File: config.mk
export PLATFORM = sky130hd
export DESIGN_NAME = serial_rx_idle_fifo
export DESIGN_NICKNAME = d
export VERILOG_FILES = /design/src/rtl/srx_pkg.sv /design/src/rtl/srx_framer.sv /design/src/rtl/srx_fifo.sv /design/src/rtl/srx_idle_flag.sv /design/src/rtl/serial_rx_idle_fifo.sv
export SDC_FILE = /design/constraint.sdc
export NUM_CORES = 1
export LEC_CHECK = 0
export CAP_MARGIN = 10
export CORE_MARGIN = 4
export CORE_UTILIZATION = 30
export CTS_CLUSTER_SIZE = 24
export DETAILED_ROUTE_END_ITERATION = 7
export SYNTH_ARGS = -nofsm -noshare
export SYNTH_HDL_FRONTEND = slang
export SYNTH_HIERARCHICAL = 1
export SYNTH_SLANG_ARGS = --single-unit
File: constraint.sdc
create_clock -name clk -period 3.7 [get_ports clk]
set_input_delay 0.74 -clock clk [delete_from_list [all_inputs] [get_ports clk]]
set_output_delay 0.74 -clock clk [all_outputs]
set_load 0.005 [all_outputs]
File: src/rtl/srx_pkg.sv
package srx_pkg;

   typedef enum logic [2:0] {
      FR_IDLE,
      FR_START,
      FR_DATA,
      FR_STOP,
      FR_STOP2,
      FR_MARK
   } fr_state_t;

   // Trigger encoding: 0 -> 1, 1 -> 4, 2 -> 8, 3 -> 14 bytes.
   function automatic logic [7:0] trig_level(input logic [1:0] sel);
      case (sel)
         2'd0:    return 8'd1;
         2'd1:    return 8'd4;
         2'd2:    return 8'd8;
         default: return 8'd14;
      endcase
   endfunction

endpackage

File: src/rtl/srx_framer.sv
module srx_framer #(
   parameter int OSR  = 16,
   parameter int DW   = 8,
   parameter int SYNC = 2
) (
   input  logic          clk,
   input  logic          rst_n,
   input  logic          rxd_i,
   input  logic          tick_i,
   input  logic          two_stop_i,
   output logic          done_o,
   output logic [DW-1:0] data_o,
   output logic          stop_ok_o,
   output logic          line_o
);
   import srx_pkg::*;

   localparam int CTW = $clog2(OSR + OSR / 2);
   localparam int BW  = (DW > 1) ? $clog2(DW) : 1;
   localparam logic [CTW-1:0] C_HALF = CTW'(OSR / 2 - 1);
   localparam logic [CTW-1:0] C_BIT  = CTW'(OSR - 1);
   localparam logic [CTW-1:0] C_TAIL = CTW'(OSR + OSR / 2 - 1);
   localparam logic [BW-1:0]  C_LAST = BW'(DW - 1);

   logic            rx_s;
   fr_state_t       st;
   logic [CTW-1:0]  cnt;
   logic [BW-1:0]   bits;
   logic [DW-1:0]   shreg;

   generate
      if (SYNC == 0) begin : g_nosync
         assign rx_s = rxd_i;
      end else begin : g_sync
         logic [SYNC-1:0] sr;
         always_ff @(posedge clk or negedge rst_n) begin
            if (!rst_n) sr <= '1;
            else        sr <= (sr << 1) | SYNC'(rxd_i);
         end
         assign rx_s = sr[SYNC-1];
      end
   endgenerate

   always_ff @(posedge clk or negedge rst_n) begin
      if (!rst_n) begin
         st        <= FR_IDLE;
         cnt       <= '0;
         bits      <= '0;
         shreg     <= '0;
         done_o    <= 1'b0;
         stop_ok_o <= 1'b1;
      end else begin
         done_o <= 1'b0;
         if (tick_i) begin
            case (st)
               FR_IDLE: if (!rx_s) begin
                  st  <= FR_START;
                  cnt <= '0;
               end
               FR_START: if (cnt == C_HALF) begin
                  cnt  <= '0;
                  bits <= '0;
                  st   <= rx_s ? FR_IDLE : FR_DATA;
               end else cnt <= cnt + 1'b1;
               FR_DATA: if (cnt == C_BIT) begin
                  cnt   <= '0;
                  shreg <= {rx_s, shreg[DW-1:1]};
                  bits  <= bits + 1'b1;
                  if (bits == C_LAST) st <= FR_STOP;
               end else cnt <= cnt + 1'b1;
               FR_STOP: if (cnt == C_BIT) begin
                  cnt       <= '0;
                  done_o    <= 1'b1;
                  stop_ok_o <= rx_s;
                  if (!rx_s)           st <= FR_MARK;
                  else if (two_stop_i) st <= FR_STOP2;
                  else                 st <= FR_IDLE;
               end else cnt <= cnt + 1'b1;
               FR_STOP2: if (cnt == C_TAIL) begin
                  cnt <= '0;
                  st  <= FR_IDLE;
               end else cnt <= cnt + 1'b1;
               FR_MARK: if (rx_s) st <= FR_IDLE;
               default: st <= FR_IDLE;
            endcase
         end
      end
   end

   assign data_o = shreg;
   assign line_o = rx_s;

   AST_DONE_ON_TICK: assert property (@(posedge clk) disable iff (!rst_n)
      done_o |-> $past(tick_i));

endmodule

File: src/rtl/srx_fifo.sv
module srx_fifo #(
   parameter int DEPTH = 16,
   parameter int DW    = 8
) (
   input  logic                       clk,
   input  logic                       rst_n,
   input  logic                       push_i,
   input  logic [DW-1:0]              wdata_i,
   input  logic                       pop_i,
   input  logic                       clr_ovr_i,
   output logic [DW-1:0]              rdata_o,
   output logic [$clog2(DEPTH+1)-1:0] count_o,
   output logic                       empty_o,
   output logic                       ovr_o
);
   localparam int AW = $clog2(DEPTH);
   localparam int CW = $clog2(DEPTH + 1);
   localparam logic [CW-1:0] C_FULL = CW'(DEPTH);

   logic [DW-1:0] mem [DEPTH];
   logic [AW-1:0] wptr, rptr;
   logic          full, do_push, do_pop;

   assign full    = (count_o == C_FULL);
   assign empty_o = (count_o == '0);
   assign do_push = push_i && !full;
   assign do_pop  = pop_i && !empty_o;
   assign rdata_o = mem[rptr];

   always_ff @(posedge clk) begin
      if (do_push) mem[wptr] <= wdata_i;
   end

   always_ff @(posedge clk or negedge rst_n) begin
      if (!rst_n) begin
         wptr    <= '0;
         rptr    <= '0;
         count_o <= '0;
         ovr_o   <= 1'b0;
      end else begin
         if (do_push) wptr <= wptr + 1'b1;
         if (do_pop)  rptr <= rptr + 1'b1;
         case ({do_push, do_pop})
            2'b10:   count_o <= count_o + 1'b1;
            2'b01:   count_o <= count_o - 1'b1;
            default: count_o <= count_o;
         endcase
         if (push_i && full) ovr_o <= 1'b1;
         else if (clr_ovr_i) ovr_o <= 1'b0;
      end
   end

   AST_NO_OVERFLOW: assert property (@(posedge clk) disable iff (!rst_n)
      count_o <= C_FULL);
   AST_NO_UNDERFLOW: assert property (@(posedge clk) disable iff (!rst_n)
      (pop_i && empty_o && !push_i) |=> (count_o == '0));
   AST_OVR_CAUSE: assert property (@(posedge clk) disable iff (!rst_n)
      $rose(ovr_o) |-> $past(push_i && full));

endmodule

File: src/rtl/srx_idle_flag.sv
module srx_idle_flag #(
   parameter int OSR       = 16,
   parameter int IDLE_BITS = 15,
   parameter int CW        = 5
) (
   input  logic          clk,
   input  logic          rst_n,
   input  logic          tick_i,
   input  logic          frame_i,
   input  logic [CW-1:0] fill_i,
   input  logic [CW-1:0] trig_i,
   input  logic          empty_i,
   input  logic          wr_i,
   input  logic          wbit_i,
   output logic          rdy_o
);
   localparam int LIMIT = OSR * IDLE_BITS;
   localparam int TW    = $clog2(LIMIT + 1);
   localparam logic [TW-1:0] C_LIM = TW'(LIMIT);

   logic [TW-1:0] tmr;

   always_ff @(posedge clk or negedge rst_n) begin
      if (!rst_n) begin
         tmr   <= '0;
         rdy_o <= 1'b0;
      end else begin
         if (frame_i || empty_i)           tmr <= '0;
         else if (tick_i && tmr != C_LIM)  tmr <= tmr + 1'b1;
         if (wr_i && !wbit_i && empty_i)
            rdy_o <= 1'b0;
         else if (tmr == C_LIM && !empty_i && fill_i < trig_i)
            rdy_o <= 1'b1;
      end
   end

   AST_RDY_PARTIAL: assert property (@(posedge clk) disable iff (!rst_n)
      $rose(rdy_o) |-> ($past(fill_i) != '0 && $past(fill_i) < $past(trig_i)));
   AST_RDY_CLEAR: assert property (@(posedge clk) disable iff (!rst_n)
      $fell(rdy_o) |-> $past(wr_i && !wbit_i && empty_i));

endmodule

File: src/rtl/serial_rx_idle_fifo.sv
module serial_rx_idle_fifo #(
   parameter int DEPTH     = 16,
   parameter int DW        = 8,
   parameter int OSR       = 16,
   parameter int IDLE_BITS = 15,
   parameter int SYNC      = 2
) (
   input  logic                       clk,
   input  logic                       rst_n,
   input  logic                       rxd_i,
   input  logic                       tick16_i,
   input  logic [1:0]                 trig_sel_i,
   input  logic                       two_stop_i,
   input  logic                       rd_i,
   input  logic                       wr_i,
   input  logic [1:0]                 wdata_i,
   output logic [DW-1:0]              rdata_o,
   output logic [$clog2(DEPTH+1)-1:0] fill_o,
   output logic                       trig_o,
   output logic                       rdy_o,
   output logic                       brk_o,
   output logic                       ovr_o
);
   localparam int CW = $clog2(DEPTH + 1);

   initial begin
      assert (DEPTH >= 14 && (DEPTH & (DEPTH - 1)) == 0)
         else $error("DEPTH must be a power of two of at least 14");
      assert (OSR >= 4 && OSR % 2 == 0) else $error("OSR must be even and >= 4");
      assert (IDLE_BITS >= 1) else $error("IDLE_BITS must be positive");
   end

   logic          fr_done, fr_stop_ok, fr_line, fr_zero, push, empty;
   logic [DW-1:0] fr_data;
   logic [CW-1:0] trig_lvl;

   srx_framer #(.OSR(OSR), .DW(DW), .SYNC(SYNC)) u_framer (
      .clk        (clk),
      .rst_n      (rst_n),
      .rxd_i      (rxd_i),
      .tick_i     (tick16_i),
      .two_stop_i (two_stop_i),
      .done_o     (fr_done),
      .data_o     (fr_data),
      .stop_ok_o  (fr_stop_ok),
      .line_o     (fr_line)
   );

   assign fr_zero = (fr_data == '0);
   assign push    = fr_done && !(fr_zero && !fr_stop_ok);

   always_ff @(posedge clk or negedge rst_n) begin
      if (!rst_n)                             brk_o <= 1'b0;
      else if (fr_done && fr_zero && !fr_stop_ok) brk_o <= 1'b1;
      else if (fr_line)                       brk_o <= 1'b0;
   end

   srx_fifo #(.DEPTH(DEPTH), .DW(DW)) u_fifo (
      .clk       (clk),
      .rst_n     (rst_n),
      .push_i    (push),
      .wdata_i   (fr_data),
      .pop_i     (rd_i),
      .clr_ovr_i (wr_i && !wdata_i[1]),
      .rdata_o   (rdata_o),
      .count_o   (fill_o),
      .empty_o   (empty),
      .ovr_o     (ovr_o)
   );

   assign trig_lvl = CW'(srx_pkg::trig_level(trig_sel_i));
   assign trig_o   = (fill_o >= trig_lvl);

   srx_idle_flag #(.OSR(OSR), .IDLE_BITS(IDLE_BITS), .CW(CW)) u_idle (
      .clk     (clk),
      .rst_n   (rst_n),
      .tick_i  (tick16_i),
      .frame_i (fr_done),
      .fill_i  (fill_o),
      .trig_i  (trig_lvl),
      .empty_i (empty),
      .wr_i    (wr_i),
      .wbit_i  (wdata_i[0]),
      .rdy_o   (rdy_o)
   );

   AST_BRK_DROP: assert property (@(posedge clk) disable iff (!rst_n)
      (fr_done && fr_zero && !fr_stop_ok && !rd_i) |=> $stable(fill_o));

endmodule

=== Word-level counts from Yosys, hierarchy flattened ===
Memories as Yosys holds them, arrays and structs flattened.
Index checks and enable logic that the tools add are counted.

* Bits in registers: 47
* RAM bits: 128
* Input bits: 11
* Output and inout port bits: 17
* Memories kept: 1

{| class="wikitable"
|+ Memory list
! memory !! depth !! width !! read ports !! clocked after memory_dff !! write ports !! line !! source
|-
| u_fifo.mem || 16 || 8 || 1 || 0 || 1 || srx_fifo.sv:20 || <nowiki>logic [DW-1:0] mem [DEPTH];</nowiki>
|}

* $add $sub $neg: 7
* Order comparisons: 2
* Eq/ne operators: 23
* Multiplexer cells: 34
* Bitwise logic cells: 1
* Reductions and logical operators: 37

{| class="wikitable"
|+ Operator list
! operator !! number
|-
| $mux 3 || 11
|-
| $mux 5 || 4
|-
| $pmux 5 s4 || 1
|-
| $pmux 3 s6 || 1
|-
| $mux 8 || 2
|-
| $logic_and 1x1->1 || 13
|-
| $ne 2x1->1 const B || 6
|-
| $pmux 4 s3 || 1
|-
| $reduce_bool 2->1 || 6
|-
| $mux 1 || 11
|-
| $add 5x1->5 const B || 2
|-
| $eq 5x5->1 const B || 2
|-
| $pmux 5 s2 || 1
|-
| $eq 3x3->1 const B || 3
|-
| $reduce_and 3->1 || 3
|-
| $add 4x1->4 const B || 2
|-
| $add 8x1->8 const B || 1
|-
| $eq 8x8->1 const B || 1
|-
| $logic_not 8->1 || 1
|-
| $ne 8x8->1 const B || 1
|-
| $reduce_and 8->1 || 1
|-
| $eq 3x2->1 const B || 2
|-
| $logic_not 1->1 || 6
|-
| $pmux 3 s2 || 1
|-
| 19 further kinds || 21
|}

=== Depth between registers and ports, before layout ===
Gate-level depths: netlist (run 1).

* Depth in word-level cells: 7
* Mapped depth: 12
* Gate-level depth less buffers: 12

=== Hierarchy ===
Netlist (run 1), hierarchy kept.

{| class="wikitable"
|+ By module, submodules not included
! module !! times used !! cells an instance !! area each (µm²)
|-
| srx_fifo || 1 || 333 || 5810.6
|-
| srx_framer || 1 || 103 || 1198.6
|-
| srx_idle_flag || 1 || 63 || 585.6
|-
| serial_rx_idle_fifo || 1 || 29 || 191.4
|}

=== Worst setup path before layout (run 1) ===
OpenSTA, ideal clock, no wires.

* Kind: register to register
* Start point: register u_framer.shreg[3], in the netlist u_framer/data_o[3]
* End point: register u_fifo.count_o[4]
* Data arrival time: 2.662 ns
* Path slack: 0.910 ns
* Cell stages (with the launch flop): 13
* Path buffers: 0
* Clock period less this slack: 2.790 ns
* Path through: dfrtp_1 > nor4_1 > a31oi_1 > a21boi_2 > inv_1 > ha_1 > inv_1 > fa_1 > nor2b_1 > o21ai_1 > nand3_1 > or3b_1 > xnor2_1

* Word-level cells in the longest chain between the ends: 7
* Elaborated cells on any way between the ends: 9
* Those cells by class: eq/ne: 2; mux: 1; reduce/logical: 6

{| class="wikitable"
|+ RTL lines
! item !! line !! source
|-
| from (decl) || srx_framer.sv:29 || <nowiki>logic [DW-1:0] shreg;</nowiki>
|-
| from (signal assigned) || srx_framer.sv:67 || <nowiki>shreg <= {rx_s, shreg[DW-1:1]};</nowiki>
|-
| $logic_not 8->1 (*) || serial_rx_idle_fifo.sv:49 || <nowiki>assign fr_zero = (fr_data == '0);</nowiki>
|-
| $logic_and 1x1->1 (*) || serial_rx_idle_fifo.sv:50 || <nowiki>assign push = fr_done && !(fr_zero && !fr_stop_ok);</nowiki>
|-
| $logic_not 1->1 (*) || serial_rx_idle_fifo.sv:50 ||
|-
| $logic_and 1x1->1 (*) || serial_rx_idle_fifo.sv:50 ||
|-
| net push || serial_rx_idle_fifo.sv:33 || <nowiki>logic fr_done, fr_stop_ok, fr_line, fr_zero, push, empty;</nowiki>
|-
| $logic_and 1x1->1 (*) || srx_fifo.sv:26 || <nowiki>assign do_push = push_i && !full;</nowiki>
|-
| $eq 2x1->1 or $eq 2x2->1 (tied branches) || srx_fifo.sv:43 || <nowiki>case ({do_push, do_pop})</nowiki>
|-
| $pmux 5 s2 or $reduce_bool 2->1 (tied branches) || -- ||
|-
| to (signal assigned) || srx_fifo.sv:44 || <nowiki>2'b10: count_o <= count_o + 1'b1;</nowiki>
|-
| to (signal assigned) || srx_fifo.sv:45 || <nowiki>2'b01: count_o <= count_o - 1'b1;</nowiki>
|-
| to (signal assigned) || srx_fifo.sv:46 || <nowiki>default: count_o <= count_o;</nowiki>
|-
| to (decl) || srx_fifo.sv:12 || <nowiki>output logic [$clog2(DEPTH+1)-1:0] count_o,</nowiki>
|}

The timed path passes the listed nets; every way through them passes the cells marked *.
A chain may end at the register's enable or synchronous reset.

=== Worst setup path in the final report (run 1) ===
* Start point: input trig_sel_i[0]
* End point: output trig_o

* Word-level cells in the longest chain between the ends: 3
* Elaborated cells on any way between the ends: 5
* Those cells by class: order compare: 1; eq/ne: 2; mux: 1; reduce/logical: 1

{| class="wikitable"
|+ RTL lines
! item !! line !! source
|-
| from (decl) || serial_rx_idle_fifo.sv:12 || <nowiki>input logic [1:0] trig_sel_i,</nowiki>
|-
| $eq 2x2->1 (tied with other cells) || srx_pkg.sv:14 || <nowiki>case (sel)</nowiki>
|-
| $pmux 4 s3 (*) || srx_pkg.sv:14 ||
|-
| $ge 5x5->1 (*) || serial_rx_idle_fifo.sv:72 || <nowiki>assign trig_o = (fill_o >= trig_lvl);</nowiki>
|-
| to (decl) || serial_rx_idle_fifo.sv:19 || <nowiki>output logic trig_o,</nowiki>
|}

Mark *: on every way between the ends. The rest lies on a longest branch, timed or not.

==> results of run 1 <==
[power by group]
part,switching (mW),internal (mW),leakage [nW],total (mW)
combinational,0.892,0.893,1.28,1.79
sequential,0.323,2.29,1.77,2.61
clock,0.865,0.922,0.293,1.79
[cell usage in the layout, fill, tap and decap left out, types with 10 or more instances in the layout]
cell,count
a21oi_1,17
buf_4,18
clkbuf_16,17
clkdlybuf4s50_1,26
dfrtp_1,43
edfxtp_1,128
ha_1,23
inv_1,25
mux2_1,10
mux2_2,11
mux2i_1,29
mux4_2,16
nand2_1,33
nand3_1,12
nor2_1,24
nor2b_1,10
o21ai_0,17
[cells by family (layout without fill, tap and decap cells)]
| group | count (synthesis) | count (layout) |
|---|---|---|
| AO/OA/AOI/OAI | 79 | 79 |
| multiplexers | 67 | 67 |
| adder cells (fa/ha/maj) | 24 | 24 |
| buffers and inverters | 50 | 104 |
| XOR/XNOR | 14 | 14 |
| AND/OR/NAND/NOR | 118 | 118 |
| other | 1 | 1 |
| flip-flops | 175 | 175 |
[metrics by stage]
stage          instances  hold slack, ns  worst slack (ns)  power [mW]
2_1_floorplan        528           0.345             0.910        3.84
3_3_place_gp         880           0.346             0.256        4.35
3_5_place_dp         880           0.355             0.143        4.45
4_1_cts              912           0.366             0.141        6.25
5_1_grt              912           0.369            0.0288        6.54
6_report             912           0.364             0.134        6.18
[final cells by class]
class / count / area [sq um]
clock inverter: 15 / 185
fill: 2371 / 16200
clock buffer: 17 / 425
tap: 330 / 413
multi-input combinational: 303 / 2500
timing repair buffer: 46 / 420
sequential: 175 / 5020
inverter: 26 / 111
[state kept, by name, summed over array words and instances (netlist names), 2 cells and up]
name                flops
u_fifo/count_o          5
u_framer/data_o         8
u_framer/st             3
u_framer/bits           3
u_fifo/wptr             4
u_idle/tmr              8
u_framer/g_sync.sr      2
u_fifo/mem            128
u_framer/cnt            5
u_fifo/rptr             4
[worst max-delay path by stage]
stage	start	endpoint	slack (ns)	depth (start not counted)
2_1_floorplan	u_framer/data_o[3]	u_fifo/count_o[4]	0.91	12
3_3_place_gp	trig_sel_i[0]	trig_o	0.26	7
3_5_place_dp	trig_sel_i[0]	trig_o	0.14	7
4_1_cts	trig_sel_i[0]	trig_o	0.14	7
5_1_grt	u_fifo/rptr[2]	rdata_o[3]	0.03	6
6_report	trig_sel_i[0]	trig_o	0.13	7
[layer usage]
layer	up-vias	track usage (%)	routed length, um
met5	-	0	0
met4	0	3.36	171
met3	13	2.76	422
met2	69	19.9	8230
met1	2258	13.4	6660
li1	2081	-	-
[critical path: stages]
cell and delay (ns):
clkdlybuf4s50_1 0.52, inv_1 0.06, ha_1 0.33, a21oi_2 0.14
nor2b_1 0.06, or4_1 0.49, clkdlybuf4s50_1 0.47
==> results.sh, run 1 <==
export IMPL_first_pass_iters=5
export IMPL_syn_inst=528
export IMPL_via_per_inst=4.85
export IMPL_synthTopCellsByCount="edfxtp_1 (128), dfrtp_1 (44), nand2_1 (33)"
export IMPL_yosys_warnings=6
export IMPL_vias=4421
export IMPL_synthMuxAreaShare_pct=11.6
export IMPL_synth_most_common_cell="edfxtp_1"
export IMPL_cts_buffer_depth=2
export IMPL_ios=28
export IMPL_criticalPathCategory="primary input to output port"
export IMPL_post_cts_resized=0
export IMPL_wl_per_cell_um=17.0
export IMPL_drv_cap=0
export IMPL_yosysTopAreaCell="edfxtp_1"
export IMPL_grt_usage_pct=11.2
export IMPL_p_leak_nw=3.34
export IMPL_port_buffers=27
export IMPL_dieArea_sq_um=28600
export IMPL_die_y_um=169
export IMPL_hp_class="flop to flop"
export IMPL_crit_arrival_ns=2.83
export IMPL_dpl_cell_area_sq_um=8470
export IMPL_clkTransAtPathRegs_ns=0.07
export IMPL_synth_avg_cell_area_sq_um=14.7
export IMPL_worst_hold_path_num_cells=0
export IMPL_ir_worst_vdd_uv=355
export IMPL_core_area_sq_um=25300
export IMPL_wirelength_mm=15.5
export IMPL_area_delta_synth_final_pct=16.6
export IMPL_r2r_cells=12
export IMPL_setup_viol=0
export IMPL_synth_top_cell_area_share_pct=49.4
export IMPL_synth_edf_count=128
export IMPL_fin_area_sq_um=9080
export IMPL_row_count=58
export IMPL_r2r_start="u_framer/data_o[5]"
export IMPL_synth_area_leaders="edfxtp_1 (49%), dfrtp_1 (14%), mux4_2 (4.6%), mux2i_1 (3.7%), ha_1 (3.7%)"
export IMPL_drt_iter0_drc=341
export IMPL_cts_setup_buffers=0
export IMPL_synthArstFlopShare_pct=26.9
export IMPL_dieWidth_um=169
export IMPL_ant_nets=0
export IMPL_drive_above_1_share_pct=16.3
export IMPL_layout_nets=604
export IMPL_synth_seq_cells=175
export IMPL_yosysSeqAreaShare_pct=64.5
export IMPL_period_share_pct=96.4
export IMPL_setup_tns_ns=0
export IMPL_rsz0062_at_grt="false"
export IMPL_drc=0
export IMPL_finClkSkew_ns=0.0184
export IMPL_clkLatencyLatePin_ns=0.43
export IMPL_clock_sinks=175
export IMPL_clockRootBuffer="clkbuf_16"
export IMPL_synth_fa_ha_area_share_pct=3.95
export IMPL_fmax_ghz=0.280
export IMPL_status="complete, no violations"
export IMPL_powerDensity_nw_per_um2=681
export IMPL_r2r_slack_ns=0.35
export IMPL_grt_pass1_vias=4717
export IMPL_slew_headroom_pct=47.3
export IMPL_dp_hpwl_mm=10.3
export IMPL_cts_htree_levels=4
export IMPL_critPathRequiredTime_ns=2.96
export IMPL_syn_cell_area_sq_um=7790
export IMPL_grt_start_max_net_pins=52
export IMPL_endpoint_kind="output port"
export IMPL_cts_hold_buf=0
export IMPL_post_route_util_pct=35.9
export IMPL_synth_compound_area_share_pct=6.78
export IMPL_synth_xor_area_share_pct=1.57
export IMPL_initial_core_util_pct=30.7
export IMPL_slew_viol_final=0
export IMPL_cts_tree="yes"
export IMPL_synthSimpleGateAreaFrac_pct=8.16
export IMPL_start_kind="primary input"
export IMPL_overflow=0
export IMPL_ys_flop_type="edfxtp_1"
export IMPL_synth_top_family_by_area="multiplexers"
export IMPL_period_minus_slack_ns=3.57
export IMPL_whs_endpoint="u_framer/g_sync.sr[1]"
export IMPL_tightest_slew_ns=0.788
export IMPL_cp_max_fo=4
export IMPL_final_hold_viol_count=0
export IMPL_grt_pass1_wl_mm=25.1
export IMPL_synth_net_count=563
export IMPL_hp_start="u_framer/g_sync.sr[0]"
export IMPL_gp_congestion=0.792
export IMPL_ys_types=69
export IMPL_antenna_cells=0
export IMPL_worstReg2RegEnd="u_fifo/count_o[4]"
export IMPL_cts_buffers=17
export IMPL_antenna_found_initial=0
Power figures use the tool's default switching activity.
==> inputs of run 2 (changes only) <==
==> constraint.sdc (replaced) <==
create_clock -name clk -period 3.4 [get_ports clk]
set_input_delay 0.68 -clock clk [delete_from_list [all_inputs] [get_ports clk]]
set_output_delay 0.68 -clock clk [all_outputs]
set_load 0.005 [all_outputs]
==> results.sh, run 2 (synthesis gave the netlist of run 1 again) <==
export IMPL_post_place_cells=882
export IMPL_vias=4424
export IMPL_period_minus_slack_ns=3.32
export IMPL_cpLargestDelayFamily="compound AO/OA/AOI/OAI gates"
export IMPL_antenna_found_initial=0
export IMPL_layout_nets=607
export IMPL_stdcell_count=915
export IMPL_slew_viol_final=0
export IMPL_final_cell_mix="edfxtp_1 (128), dfrtp_1 (43), nand2_1 (33)"
export IMPL_ant_nets=0
export IMPL_n_fill_cell=2335
export IMPL_wirelength_mm=15.6
export IMPL_rsz0062_at_grt="false"
export IMPL_grt_pass1_vias=4478
export IMPL_setup_tns_ns=0
export IMPL_initial_core_util_pct=30.7
export IMPL_tightest_slew_ns=0.906
export IMPL_top_register="u_fifo/mem"
export IMPL_gp_congestion=0.775
export IMPL_r2r_cells=12
export IMPL_largest_reg_flops=128
export IMPL_endpoint_kind="output port"
export IMPL_ir_worst_vdd_uv=454
export IMPL_p_leak_nw=3.38
export IMPL_status="complete, no violations"
export IMPL_grt_start_max_net_pins=37
export IMPL_crit_buf_inv=2
export IMPL_drc=0
export IMPL_row_count=58
export IMPL_drive_above_1_share_pct=16.9
export IMPL_cts_buffer_depth=2
export IMPL_drv_cap=0
export IMPL_dp_hpwl_mm=10.5
export IMPL_criticalPathCategory="flop to output port"
export IMPL_first_pass_iters=4
export IMPL_clkTransAtPathRegs_ns=0.07
export IMPL_final_common_cell="edfxtp_1"
export IMPL_slowest_stage="a221oi_1"
export IMPL_area_delta_synth_final_pct=17.2
export IMPL_via_per_inst=4.83
export IMPL_cts_buffers=17
export IMPL_period_share_pct=97.8
export IMPL_core_area_sq_um=25300
export IMPL_regArea_sq_um=5030
export IMPL_overflow=0
export IMPL_worstReg2RegEnd="u_fifo/count_o[4]"
export IMPL_antenna_cells=0
export IMPL_clockRootBuffer="clkbuf_16"
export IMPL_ios=28
export IMPL_r2r_start="u_framer/data_o[3]"
export IMPL_slew_headroom_pct=39.4
export IMPL_wl_per_cell_um=17.0
export IMPL_clock_sinks=175
export IMPL_drt_iter0_drc=331
export IMPL_grt_usage_pct=11.2
export IMPL_setup_viol=0
export IMPL_critPathRequiredTime_ns=2.72
export IMPL_clkLatencyLatePin_ns=0.43
export IMPL_die_y_um=169
export IMPL_port_buffers=27
export IMPL_start_kind="flop"
export IMPL_finClkSkew_ns=0.0157
export IMPL_dieWidth_um=169
export IMPL_grt_pass1_wl_mm=24.8
export IMPL_cp_max_fo=11
export IMPL_crit_chain="buf_4 -> and2_1 -> a221oi_1 -> o21ai_0 -> nand2_1 -> clkdlybuf4s50_1"
export IMPL_final_hold_viol_count=0
export IMPL_hp_class="primary input to asynchronous set/reset pin"
export IMPL_fmax_ghz=0.301
export IMPL_r2r_slack_ns=0.42
export IMPL_powerDensity_nw_per_um2=744
export IMPL_crit_arrival_ns=2.64
export IMPL_cts_htree_levels=4
export IMPL_slowest_delay_ns=0.59
export IMPL_cts_tree="yes"
export IMPL_dieArea_sq_um=28600
export IMPL_multi_input_area_sq_um=2510
-- run 2: cell types whose count changed in the layout (fill, tap and decap cells not counted), sizes merged --
cell and delta:
clkbuf +7, inv -7, buf +3, bufinv +1
clkdlybuf4s50 -1, clkinvlp -1, dlymetal6s2s +1
-- run 2: final cells by class --
| type | count | share of cell area (%) |
|---|---|---|
| Clock buffer | 24 | 5.79 |
| Clock inverter | 8 | 0.809 |
| Inverter | 26 | 1.22 |
| Multi-Input combinational cell | 303 | 27.5 |
| Sequential cell | 175 | 55.1 |
| Tap cell | 330 | 4.53 |
| Timing Repair Buffer | 49 | 5.06 |
-- run 2: power breakdown --
part           switching, mW  internal, mW  total (mW)
sequential             0.300          2.50        2.80
clock                  0.768          1.16        1.93
combinational           1.03          1.04        2.07
-- run 2: stage by stage --
step                      hold slack, ns  setup WS, ns  util [%]  area [sq um]  power [mW]
after detailed placement           0.348       0.00502      33.5          8500        4.90
after global routing               0.365       0.00242      36.0          9120        7.19
after global placement             0.347        0.0499      33.5          8500        4.80
final                              0.335        0.0764      36.0          9120        6.79
after floorplan                    0.345         0.610         -          7790        4.18
after CTS                          0.352       0.00220      35.9          9100        6.85
-- run 2: worst max-delay path by stage --
| stage | slack, ns | from | cells after the start | to |
|---|---|---|---|---|
| finish | 0.08 | u_fifo/rptr[2] | 6 | rdata_o[2] |
| global route | 0.002 | u_fifo/rptr[2] | 6 | rdata_o[2] |
| CTS | 0.002 | trig_sel_i[0] | 7 | trig_o |
| detailed placement | 0.005 | trig_sel_i[0] | 7 | trig_o |
| global placement | 0.05 | trig_sel_i[0] | 7 | trig_o |
| floorplan | 0.61 | u_framer/data_o[3] | 12 | u_fifo/count_o[4] |
-- run 2: metal layers --
layer / part of all wire (%) / up-vias / GRT usage [%]
met2: 51 / 58 / 18.8
met1: 45 / 2273 / 14.4
li1: - / 2075 / -
met5: 0 / - / 0
met3: 2.3 / 18 / 2.36
met4: 1.7 / 0 / 3.99
-- run 2: timing repair --
| action | in CTS | in global routing |
|---|---|---|
| endpoints found under the setup margin | 8 | 9 |
| setup buffers | 0 | 1 |
| resized for setup | 2 | 2 |
| hold buffers | 0 | 0 |
==> inputs of run 3 (changes only) <==
--- a/config.mk
+++ b/config.mk
@@ -6,7 +6,7 @@
 export NUM_CORES = 1
 export LEC_CHECK = 0
 export CAP_MARGIN = 10
-export CORE_MARGIN = 4
+export CORE_MARGIN = 3
 export CORE_UTILIZATION = 30
 export CTS_CLUSTER_SIZE = 24
 export DETAILED_ROUTE_END_ITERATION = 7
==> results.sh, run 3 (synthesis gave the netlist of run 1 again) <==
export IMPL_clkTransAtPathRegs_ns=0.07
export IMPL_final_common_cell="edfxtp_1"
export IMPL_largest_reg_flops=128
export IMPL_startpoint="u_fifo/rptr[2]"
export IMPL_area_delta_synth_final_pct=16.6
export IMPL_setup_tns_ns=0
export IMPL_status="complete, no violations"
export IMPL_top_register="u_fifo/mem"
export IMPL_grt_pass1_wl_mm=25.3
export IMPL_dieArea_sq_um=27900
export IMPL_row_count=58
export IMPL_finClkSkew_ns=0.0114
export IMPL_hp_class="primary input to asynchronous set/reset pin"
export IMPL_cts_htree_levels=4
export IMPL_ios=28
export IMPL_cts_buffer_depth=2
export IMPL_via_per_inst=4.83
export IMPL_clockRootBuffer="clkbuf_16"
export IMPL_cts_buffers=17
export IMPL_slowest_delay_ns=0.58
export IMPL_drc=0
export IMPL_ant_nets=0
export IMPL_r2r_start="u_framer/data_o[3]"
export IMPL_endpoint_kind="output port"
export IMPL_rsz0062_at_grt="true"
export IMPL_dp_hpwl_mm=10.6
export IMPL_criticalPathCategory="flop to output port"
export IMPL_die_y_um=167
export IMPL_drv_cap=0
export IMPL_final_cell_mix="edfxtp_1 (128), dfrtp_1 (43), nand2_1 (33)"
export IMPL_slew_viol_final=0
export IMPL_cp_depth=6
export IMPL_n_fill_cell=2354
export IMPL_layout_nets=606
export IMPL_fin_area_sq_um=9080
export IMPL_drt_iter0_drc=421
export IMPL_clkLatencyLatePin_ns=0.42
export IMPL_setup_viol=0
export IMPL_overflow=0
export IMPL_period_share_pct=98.0
export IMPL_clock_sinks=175
export IMPL_r2r_cells=12
export IMPL_multi_input_area_sq_um=2510
export IMPL_core_area_sq_um=25300
export IMPL_crit_buf_inv=2
export IMPL_r2r_slack_ns=0.35
export IMPL_dieWidth_um=167
export IMPL_wl_per_cell_um=17.3
export IMPL_gp_congestion=0.778
export IMPL_grt_start_max_net_pins=28
export IMPL_finalPower_mw=6.71
export IMPL_dpl_cell_area_sq_um=8480
export IMPL_regArea_sq_um=5020
export IMPL_worstReg2RegEnd="u_fifo/count_o[4]"
export IMPL_period_minus_slack_ns=3.33
export IMPL_antenna_found_initial=0
export IMPL_grt_usage_pct=11.5
export IMPL_port_buffers=27
export IMPL_fmax_ghz=0.300
export IMPL_tightest_slew_ns=0.945
export IMPL_cp_max_fo=11
export IMPL_drive_above_1_share_pct=17.0
export IMPL_critPathRequiredTime_ns=2.72
export IMPL_antenna_cells=0
export IMPL_powerDensity_nw_per_um2=739
export IMPL_start_kind="flop"
export IMPL_grt_pass1_vias=4603
export IMPL_crit_chain="buf_4 -> and2_1 -> a221oi_1 -> o21ai_0 -> nand2_1 -> clkdlybuf4s50_1"
export IMPL_crit_arrival_ns=2.65
export IMPL_slowest_stage="a221oi_1"
export IMPL_cts_tree="yes"
export IMPL_ir_worst_vdd_uv=295
export IMPL_final_hold_viol_count=0
export IMPL_setup_worst_path_end="rdata_o[3]"
export IMPL_slew_headroom_pct=36.8
export IMPL_cts_hold_buf=0
export IMPL_vias=4414
export IMPL_p_leak_nw=3.34
export IMPL_initial_core_util_pct=30.7
export IMPL_cpLargestDelayFamily="compound AO/OA/AOI/OAI gates"
export IMPL_wirelength_mm=15.8
export IMPL_first_pass_iters=4
-- run 3: changes by cell type in the layout (fill, tap and decap cells not counted), sizes merged --
cell,before,now
clkinvlp,0,4
dlymetal6s2s,1,0
dlygate4sd2,0,1
buf,23,22
bufinv,2,1
clkbuf,24,17
clkinv,6,3
inv,26,33
-- run 3: final cells by class --
type,instances,area share (%)
Sequential cell,175,55.3
Multi-Input combinational cell,303,27.7
Timing Repair Buffer,48,4.90
Clock buffer,17,4.68
Tap cell,330,4.55
Clock inverter,15,1.61
Inverter,26,1.23
-- run 3: how the worst min path moves through the flow --
| stage | cells past startpoint | from | endpoint | slack, ns |
|---|---|---|---|---|
| 6_report | 1 | rst_n | u_framer/data_o[7] | 0.24 |
| 3_3_place_gp | 0 | u_framer/g_sync.sr[0] | u_framer/g_sync.sr[1] | 0.35 |
| 4_1_cts | 1 | rst_n | u_framer/data_o[7] | 0.24 |
| 2_1_floorplan | 0 | u_framer/g_sync.sr[0] | u_framer/g_sync.sr[1] | 0.35 |
| 3_5_place_dp | 0 | u_framer/g_sync.sr[0] | u_framer/g_sync.sr[1] | 0.35 |
| 5_1_grt | 1 | rst_n | u_framer/done_o | 0.25 |
-- run 3: power by group --
group	internal, mW	leakage [nW]	switching, mW
Combinational	1.01	1.30	1.06
Clock	0.976	0.270	0.898
Sequential	2.49	1.77	0.266
-- run 3: worst reg2reg max path, delay by kind of cell, from the launching register on --
kind / cells / cell delay [ns]
XOR/XNOR: 1 / 0.14
flip-flops: 1 / 0.38
adder cells (fa/ha/maj): 2 / 0.65
buffers and inverters: 2 / 0.21
AND/OR/NAND/NOR: 4 / 1.06
AO/OA/AOI/OAI: 3 / 0.51
-- run 3: per-stage QoR --
| step | util (%) | worst slack (ns) | hold slack (ns) | std cells |
|---|---|---|---|---|
| after floorplan | - | 0.610 | 0.345 | 528 |
| after global placement | 33.5 | 0.0525 | 0.347 | 882 |
| after detailed placement | 33.5 | -0.00608 | 0.348 | 882 |
| after CTS | 35.8 | 0.0103 | 0.236 | 914 |
| after global routing | 35.9 | -0.0148 | 0.252 | 914 |
| final | 35.9 | 0.0677 | 0.235 | 914 |
-- run 3: timing repair --
item	CTS	global route
gates cloned	0	0
buffers inserted	0	0
setup endpoints to repair	9	4
resized for setup	3	5
-- run 3: layer usage --
layer | global-route usage (%) | vias up | routed length, um
met4 | 3.98 | 0 | 355
met5 | 0 | - | 0
met3 | 2.69 | 19 | 548
met2 | 19.2 | 87 | 7880
li1 | - | 2082 | -
met1 | 14.9 | 2226 | 7050
